==> src/rtl/onoff_pkg.sv <==
package onoff_pkg;

    typedef enum logic {
        LINK_ON  = 1'b0,
        LINK_OFF = 1'b1
    } link_state_e;

    typedef struct packed {
        logic arrive;
        logic depart;
    } slot_evt_t;

    // Free slots that must remain at the stop point to absorb flits still in flight.
    function automatic int min_off_mark(input int sig_delay, input int flit_delay);
        return sig_delay + flit_delay + 3;
    endfunction

    // Highest restart mark that still leaves enough queued flits to cover the restart latency.
    function automatic int max_on_mark(input int depth, input int sig_delay, input int flit_delay);
        return depth - sig_delay - flit_delay - 4;
    endfunction

    function automatic bit thresholds_ok(input int depth, input int off_thr, input int on_thr,
                                         input int sig_delay, input int flit_delay);
        return (on_thr > off_thr) && (off_thr > 0) && (on_thr < depth) &&
               (sig_delay >= 1) && (flit_delay >= 0) &&
               (off_thr >= min_off_mark(sig_delay, flit_delay)) &&
               (on_thr <= max_on_mark(depth, sig_delay, flit_delay));
    endfunction

endpackage

==> src/rtl/onoff_slot_tracker.sv <==
module onoff_slot_tracker
    import onoff_pkg::*;
#(
    parameter int DEPTH = 16,
    localparam int CW = $clog2(DEPTH + 1)
) (
    input  logic          clk,
    input  logic          rst,
    input  slot_evt_t     evt,
    output logic [CW-1:0] free_o
);
    localparam logic [CW-1:0] FULL_C = CW'(DEPTH);

    logic [CW-1:0] free_q;
    logic [CW-1:0] free_d;
    logic          take;
    logic          give;

    always_comb begin
        take   = evt.arrive && !evt.depart && (free_q != '0);
        give   = evt.depart && !evt.arrive && (free_q != FULL_C);
        free_d = free_q;
        if (take)
            free_d = free_q - 1'b1;
        else if (give)
            free_d = free_q + 1'b1;
    end

    always_ff @(posedge clk) begin
        if (rst)
            free_q <= FULL_C;
        else
            free_q <= free_d;
    end

    assign free_o = free_q;
endmodule

==> src/rtl/onoff_hysteresis.sv <==
module onoff_hysteresis
    import onoff_pkg::*;
#(
    parameter int DEPTH   = 16,
    parameter int OFF_THR = 6,
    parameter int ON_THR  = 9,
    localparam int CW = $clog2(DEPTH + 1)
) (
    input  logic          clk,
    input  logic          rst,
    input  logic [CW-1:0] free_i,
    output link_state_e   state_o
);
    localparam logic [CW-1:0] OFF_C = CW'(OFF_THR);
    localparam logic [CW-1:0] ON_C  = CW'(ON_THR);

    link_state_e state_q;
    link_state_e state_d;

    always_comb begin
        state_d = state_q;
        case (state_q)
            LINK_ON:  if (free_i < OFF_C) state_d = LINK_OFF;
            LINK_OFF: if (free_i > ON_C)  state_d = LINK_ON;
            default:  state_d = LINK_ON;
        endcase
    end

    always_ff @(posedge clk) begin
        if (rst)
            state_q <= LINK_ON;
        else
            state_q <= state_d;
    end

    assign state_o = state_q;
endmodule

==> src/rtl/onoff_sig_pipe.sv <==
module onoff_sig_pipe #(
    parameter int STAGES = 2
) (
    input  logic clk,
    input  logic rst,
    input  logic d_i,
    output logic q_o
);
    generate
        if (STAGES == 1) begin : g_single
            logic stage_q;
            always_ff @(posedge clk) begin
                if (rst)
                    stage_q <= 1'b0;
                else
                    stage_q <= d_i;
            end
            assign q_o = stage_q;
        end else begin : g_chain
            logic [STAGES-1:0] sr_q;
            always_ff @(posedge clk) begin
                if (rst)
                    sr_q <= '0;
                else
                    sr_q <= {sr_q[STAGES-2:0], d_i};
            end
            assign q_o = sr_q[STAGES-1];
        end
    endgenerate
endmodule

==> src/rtl/onoff_sender.sv <==
module onoff_sender (
    input  logic clk,
    input  logic rst,
    input  logic far_off_i,
    output logic send_en_o
);
    logic en_q;

    always_ff @(posedge clk) begin
        if (rst)
            en_q <= 1'b1;
        else if (far_off_i && en_q)
            en_q <= 1'b0;
        else if (!far_off_i && !en_q)
            en_q <= 1'b1;
    end

    assign send_en_o = en_q;
endmodule

==> src/rtl/onoff_backpressure.sv <==
module onoff_backpressure
    import onoff_pkg::*;
#(
    parameter int DEPTH      = 16,
    parameter int OFF_THR    = 6,
    parameter int ON_THR     = 9,
    parameter int SIG_DELAY  = 2,
    parameter int FLIT_DELAY = 1
) (
    input  logic                         clk,
    input  logic                         rst,
    input  logic                         arrive_i,
    input  logic                         depart_i,
    output logic [$clog2(DEPTH+1)-1:0]   free_slots_o,
    output logic                         link_off_o,
    output logic                         send_en_o
);
    localparam int CW = $clog2(DEPTH + 1);

    // reject threshold pairs that could overflow or starve the buffer
    generate
        if (!thresholds_ok(DEPTH, OFF_THR, ON_THR, SIG_DELAY, FLIT_DELAY)) begin : g_bad_cfg
            $error("onoff_backpressure: thresholds violate the loop-delay sizing rules");
        end
    endgenerate

    slot_evt_t     evt;
    logic [CW-1:0] free_cnt;
    link_state_e   rx_state;
    logic          near_off;
    logic          far_off;

    assign evt.arrive = arrive_i;
    assign evt.depart = depart_i;

    onoff_slot_tracker #(.DEPTH(DEPTH)) u_track (
        .clk    (clk),
        .rst    (rst),
        .evt    (evt),
        .free_o (free_cnt)
    );

    onoff_hysteresis #(.DEPTH(DEPTH), .OFF_THR(OFF_THR), .ON_THR(ON_THR)) u_hyst (
        .clk     (clk),
        .rst     (rst),
        .free_i  (free_cnt),
        .state_o (rx_state)
    );

    assign near_off = (rx_state == LINK_OFF);

    onoff_sig_pipe #(.STAGES(SIG_DELAY)) u_wire (
        .clk (clk),
        .rst (rst),
        .d_i (near_off),
        .q_o (far_off)
    );

    onoff_sender u_send (
        .clk       (clk),
        .rst       (rst),
        .far_off_i (far_off),
        .send_en_o (send_en_o)
    );

    assign free_slots_o = free_cnt;
    assign link_off_o   = near_off;
endmodule

==> config.mk <==
export PLATFORM = sky130hd
export DESIGN_NAME = onoff_backpressure
export DESIGN_NICKNAME = d
export VERILOG_FILES = /design/src/rtl/onoff_pkg.sv /design/src/rtl/onoff_slot_tracker.sv /design/src/rtl/onoff_hysteresis.sv /design/src/rtl/onoff_sig_pipe.sv /design/src/rtl/onoff_sender.sv /design/src/rtl/onoff_backpressure.sv
export SDC_FILE = /design/constraint.sdc
export NUM_CORES = 1
export LEC_CHECK = 0
export BUFFER_PORTS_ARGS = -buffer_cell sky130_fd_sc_hd__buf_2
export CAP_MARGIN = 20
export CORE_AREA = 2 2 39 41
export DETAILED_ROUTE_END_ITERATION = 16
export DIE_AREA = 0 0 41 43
export PLACE_DENSITY = 0.63
export SYNTH_ARGS = -nofsm -noshare
export SYNTH_HDL_FRONTEND = slang
export SYNTH_SLANG_ARGS = --single-unit
==> constraint.sdc <==
create_clock -name clk -period 2.5 [get_ports clk]
set_input_delay 0.5 -clock clk [delete_from_list [all_inputs] [get_ports clk]]
set_output_delay 0.5 -clock clk [all_outputs]
set_load 0.02 [all_outputs]
# ---- Yosys cells after proc, flatten, opt, wreduce, memory -nomap -nowiden
# Index checks and enable logic that the tools add are counted.
# Widths: inputs -> output; s select.
dict set report word_totals {
  regBits 9
  input_bits 4
  output_inout_bits 7
  word_cells 30
}
dict set report op_classes {
  addsub 2
  n_lt_le_gt_ge 2
  n_eq_ne 1
  muxes 7
  bitwise_logic 1
  n_reduce_logical 13
}
# op n
set ops {}
lappend ops {{$mux 5} 2}
lappend ops {{$logic_and 1x1->1} 6}
lappend ops {{$add 5x1->5 const B} 1}
lappend ops {{$gt 5x4->1 const B} 1}
lappend ops {{$lt 5x3->1 const B} 1}
lappend ops {{$ne 5x5->1 const B} 1}
lappend ops {{$reduce_bool 5->1} 1}
lappend ops {{$sub 5x1->5 const B} 1}
lappend ops {{$logic_not 1->1} 4}
lappend ops {{$mux 1} 4}
lappend ops {{$reduce_bool 2->1} 2}
lappend ops {{$pmux 1 s2} 1}
lappend ops {{$not 1->1} 1}

# ---- Depth between registers and ports, before layout
dict set report logic_depth {
  depth_word 5
  depth_mapped 8
}

# ---- Hierarchy
# A second synthesis with hierarchy kept.
dict set report hier_totals {
  cells_unflattened 59
  hier_area_um2 540.5
}
# module instances cells_each area_each_um2 seq_area_each_um2
set modules_own_cells {}
lappend modules_own_cells {onoff_slot_tracker 1 44 377.9 100.1}
lappend modules_own_cells {onoff_hysteresis 1 6 56.3 20.0}
lappend modules_own_cells {onoff_sender 1 5 53.8 20.0}
lappend modules_own_cells {onoff_sig_pipe 1 4 52.6 40.0}

# ---- Least setup slack after synthesis
# Ideal clock, no wire load.
dict set report synth_path {
  path_kind {reg-to-reg}
  startpoint {register u_track.free_q[3], in the netlist u_track.free_o[3]}
  endpoint {register u_track.free_q[4], in the netlist u_track.free_o[4]}
  setup_time_ns 0.060
  arrival_ns 2.373
  setup_slack_ns 0.066
  stages_incl_launch_ff 9
  synth_period_minus_slack_ns 2.434
  cell_sequence {dfxtp_1 > or4_4 > o21ai_4 > inv_2 > ha_1 > nand2b_1 > a21oi_1 > mux4_2 > nand2b_1}
}
dict set report synth_between {
  elab_chain_len 3
  word_cells_on_any_way 9
  cone_classes {2 x add/sub; 1 x eq/ne; 2 x mux; 4 x reduce/logical}
}
# element line
set synth_rtl {}
lappend synth_rtl {{start, declared} onoff_slot_tracker.sv:14} ;# logic [CW-1:0] free_q;
lappend synth_rtl {{start signal, assigned} onoff_slot_tracker.sv:33} ;# free_q <= free_d;
lappend synth_rtl {{$add 5x1->5 (tied with other cells)} onoff_slot_tracker.sv:26} ;# free_d = free_q + 1'b1;
lappend synth_rtl {{$mux 5 (tied with other cells)} onoff_slot_tracker.sv:25} ;# else if (give)
lappend synth_rtl {{$mux 5 / $reduce_bool 2->1 (equally long branches)} n/a}
# Several ways; a longest one is shown, not always the timed one. The select of a mux whose other input is x is not followed.
# A chain may end at the register's enable or synchronous reset.

# ---- Worst setup path in the final report
# Same ends and word-level chain as after synthesis.

==> results.sh <==
export IMPL_period_minus_slack_ns=2.37
export IMPL_synth_main_ff_cell="dfxtp_1"
export IMPL_ios=11
export IMPL_area_growth_pct=26.8
export IMPL_seq_area_frac_synth=0.341
export IMPL_wl_per_cell_um=11.2
export IMPL_syn_area_um2=528
export IMPL_syn_inst=60
export IMPL_start_util=0.382
export IMPL_root_buffer="clkbuf_4"
export IMPL_final_cells=95
export IMPL_drtIter0Drc=5
export IMPL_cts_sinks=9
export IMPL_tns_ns=0
export IMPL_clk_pin_slew_ns=0.06
export IMPL_rrSetupSlack_ns=0.13
export IMPL_placedInstanceArea_um2=624
export IMPL_fin_util=0.484
export IMPL_syn_nets=69
export IMPL_irDropWorstVdd_uv=382
export IMPL_final_nets=89
export IMPL_crit_type="reg2reg"
export IMPL_place_worst_setup_slack_ns=0.0547
export IMPL_syn_avg_cell_area_um2=8.80
export IMPL_die_h_um=43
export IMPL_use_met3=0.0785
export IMPL_final_antenna_net_count=0
export IMPL_antenna_found_initial=0
export IMPL_critPathLaunch="u_track.free_o[3]$_SDFFE_PP0P_"
export IMPL_hp_class="reg2reg"
export IMPL_core_rowCount=14
export IMPL_synth_top_area_frac=0.341
export IMPL_overflow=0
export IMPL_dp_cells=89
export IMPL_fmax_mhz=422
export IMPL_hp_start="u_wire.g_chain.sr_q[0]$_SDFF_PP0_"
export IMPL_setup_ws_ns=0.128
export IMPL_period_share=0.949
export IMPL_layout_drive_gt1_share=0.304
export IMPL_grt_util_met1=0.216
export IMPL_slew_headroom=0.670
export IMPL_tightestPinTransition_ns=0.490
export IMPL_setup_viol=0
export IMPL_crit_arrival_ns=2.57
export IMPL_max_cap_violations=0
export IMPL_cts_made_buffers=3
export IMPL_dr_pass1_iters=4
export IMPL_grt_use_total=0.160
export IMPL_cts_tree="yes"
export IMPL_dp_hpwl_um=853
export IMPL_synth_edf_count=0
export IMPL_gr_usage_met2=0.241
export IMPL_fill_cells=157
export IMPL_synth_most_common_cell="dfxtp_1"
export IMPL_busiest_layer="met2"
export IMPL_worstReg2RegStart="u_track.free_o[3]$_SDFFE_PP0P_"
export IMPL_status="finished clean"
export IMPL_rsz0062_at_grt="no"
export IMPL_grt_pass1_vias=479
export IMPL_crit_path_end_kind="flop"
export IMPL_die_w_um=41
export IMPL_drt_wl_total_um=1060
export IMPL_grt_pass1_wl_um=1950
export IMPL_p_leak_uw=0.000290
export IMPL_fin_skew_ns=0.00257
export IMPL_port_buffers=10
export IMPL_yosys_warnings=0
export IMPL_via_per_inst=4.93
export IMPL_drv_slew=0
export IMPL_vias=468
export IMPL_clock_path_buffers=2
export IMPL_crit_path_start_kind="flop"
export IMPL_synth_area_leader_cell="dfxtp_1"
export IMPL_die_area_um2=1760
export IMPL_crit_fanout=7
export IMPL_yosys_top_cells_area="dfxtp_1 34%, ha_1 9.5%, a21oi_1 6.6%, nand2b_1 4.7%, nor3_1 4.7%"
export IMPL_core_um2=1380
export IMPL_n_antenna_cell=0
export IMPL_stdcell_area_um2=669
export IMPL_p_per_area_nw_per_um2=624
export IMPL_synth_distinct_cells=24
export IMPL_grt_max_degree=10
export IMPL_ys_async_sr_fraction=0
export IMPL_clk_latency_ns=0.25
export IMPL_crit_required_ns=2.70
export IMPL_synth_seq_cells=9
export IMPL_htree_levels=1
export IMPL_hold_viol_final=0
export IMPL_gp_congestion=0.825
export IMPL_drc=0
export IMPL_netlist_top_cells_count="9 x dfxtp_1, 7 x a21oi_1, 5 x nor2_1, 5 x nor3_1"
## placed cells by master (no fill, tap or decap), types with 2 or more instances in the layout
cell type and count:
o21ai_0 2, nand2b_1 4, nand3_1 2, clkbuf_4 3, dfxtp_1 9, buf_4 6, a211oi_1 2, inv_1 4
buf_2 10, nor2_1 5, a21oi_1 6, nor2b_1 2, nand2_1 2, ha_1 4, nor3_1 5
## cell families (layout without fill, tap and decap cells)
group           after synthesis  count (layout)  synth area share
xor+xnor                      1               1            0.0166
buf+inv                       6              25            0.0426
flops                         9               9             0.341
fa+ha+maj                     5               5             0.133
mux                           2               2            0.0616
compound gates               15              15             0.185
simple gates                 22              22             0.220
## sequential cells by signal, indices dropped and copies added (netlist names)
| signal | cells |
|---|---|
| u_hyst.state_o | 1 |
| u_send.send_en_o | 1 |
| u_track.free_o | 5 |
| u_wire.g_chain.sr_q | 2 |
## area by class of cell
cell class,count,area [um^2],area share
repair buffers,16,95.1,0.142
inverters,5,18.8,0.0280
well taps,16,20.0,0.0299
clock buffers,4,26.3,0.0393
flip-flops and latches,9,180,0.269
multi-input cells,45,329,0.492
## metal layers
metal	vias up	share of wire
met2	7	0.47
met4	0	0
met1	209	0.49
met5	-	0
li1	252	-
met3	0	0.037
## report_power, final
group / internal [uW] / switching (uW)
clock network: 61.3 / 47.2
logic: 64.5 / 81.7
registers: 155 / 7.74
total: 281 / 137
## path summary, 6_finish.rpt
check | to | depth (start not counted)
max | u_track.free_o[4]$_SDFFE_PP1P_ | 8
min | u_wire.g_chain.sr_q[1]$_SDFF_PP0_ | 1
max reg2reg | u_track.free_o[4]$_SDFFE_PP1P_ | 8
min reg2reg | u_wire.g_chain.sr_q[1]$_SDFF_PP0_ | 1
## critical path, stage by stage, from the launching register on
cell,delay (ns)
dfxtp_1,0.31
or4_4,0.56
o21ai_4,0.20
inv_2,0.09
ha_1,0.33
nand2b_1,0.08
a21oi_2,0.15
mux4_2,0.50
nand2b_1,0.07
## metrics by stage
step	hold slack [ns]	power [uW]
final	0.436	417
after global routing	0.463	452
after CTS	0.441	420
after detailed placement	0.428	307
after floorplan	0.414	266
after global placement	0.416	306
## timing repair
item,4_1_cts,5_1_grt
setup buffers,0,2
setup endpoints to repair,0,1
hold buffers,0,0
resized for setup,0,1
Power figures use the tool's default switching activity.
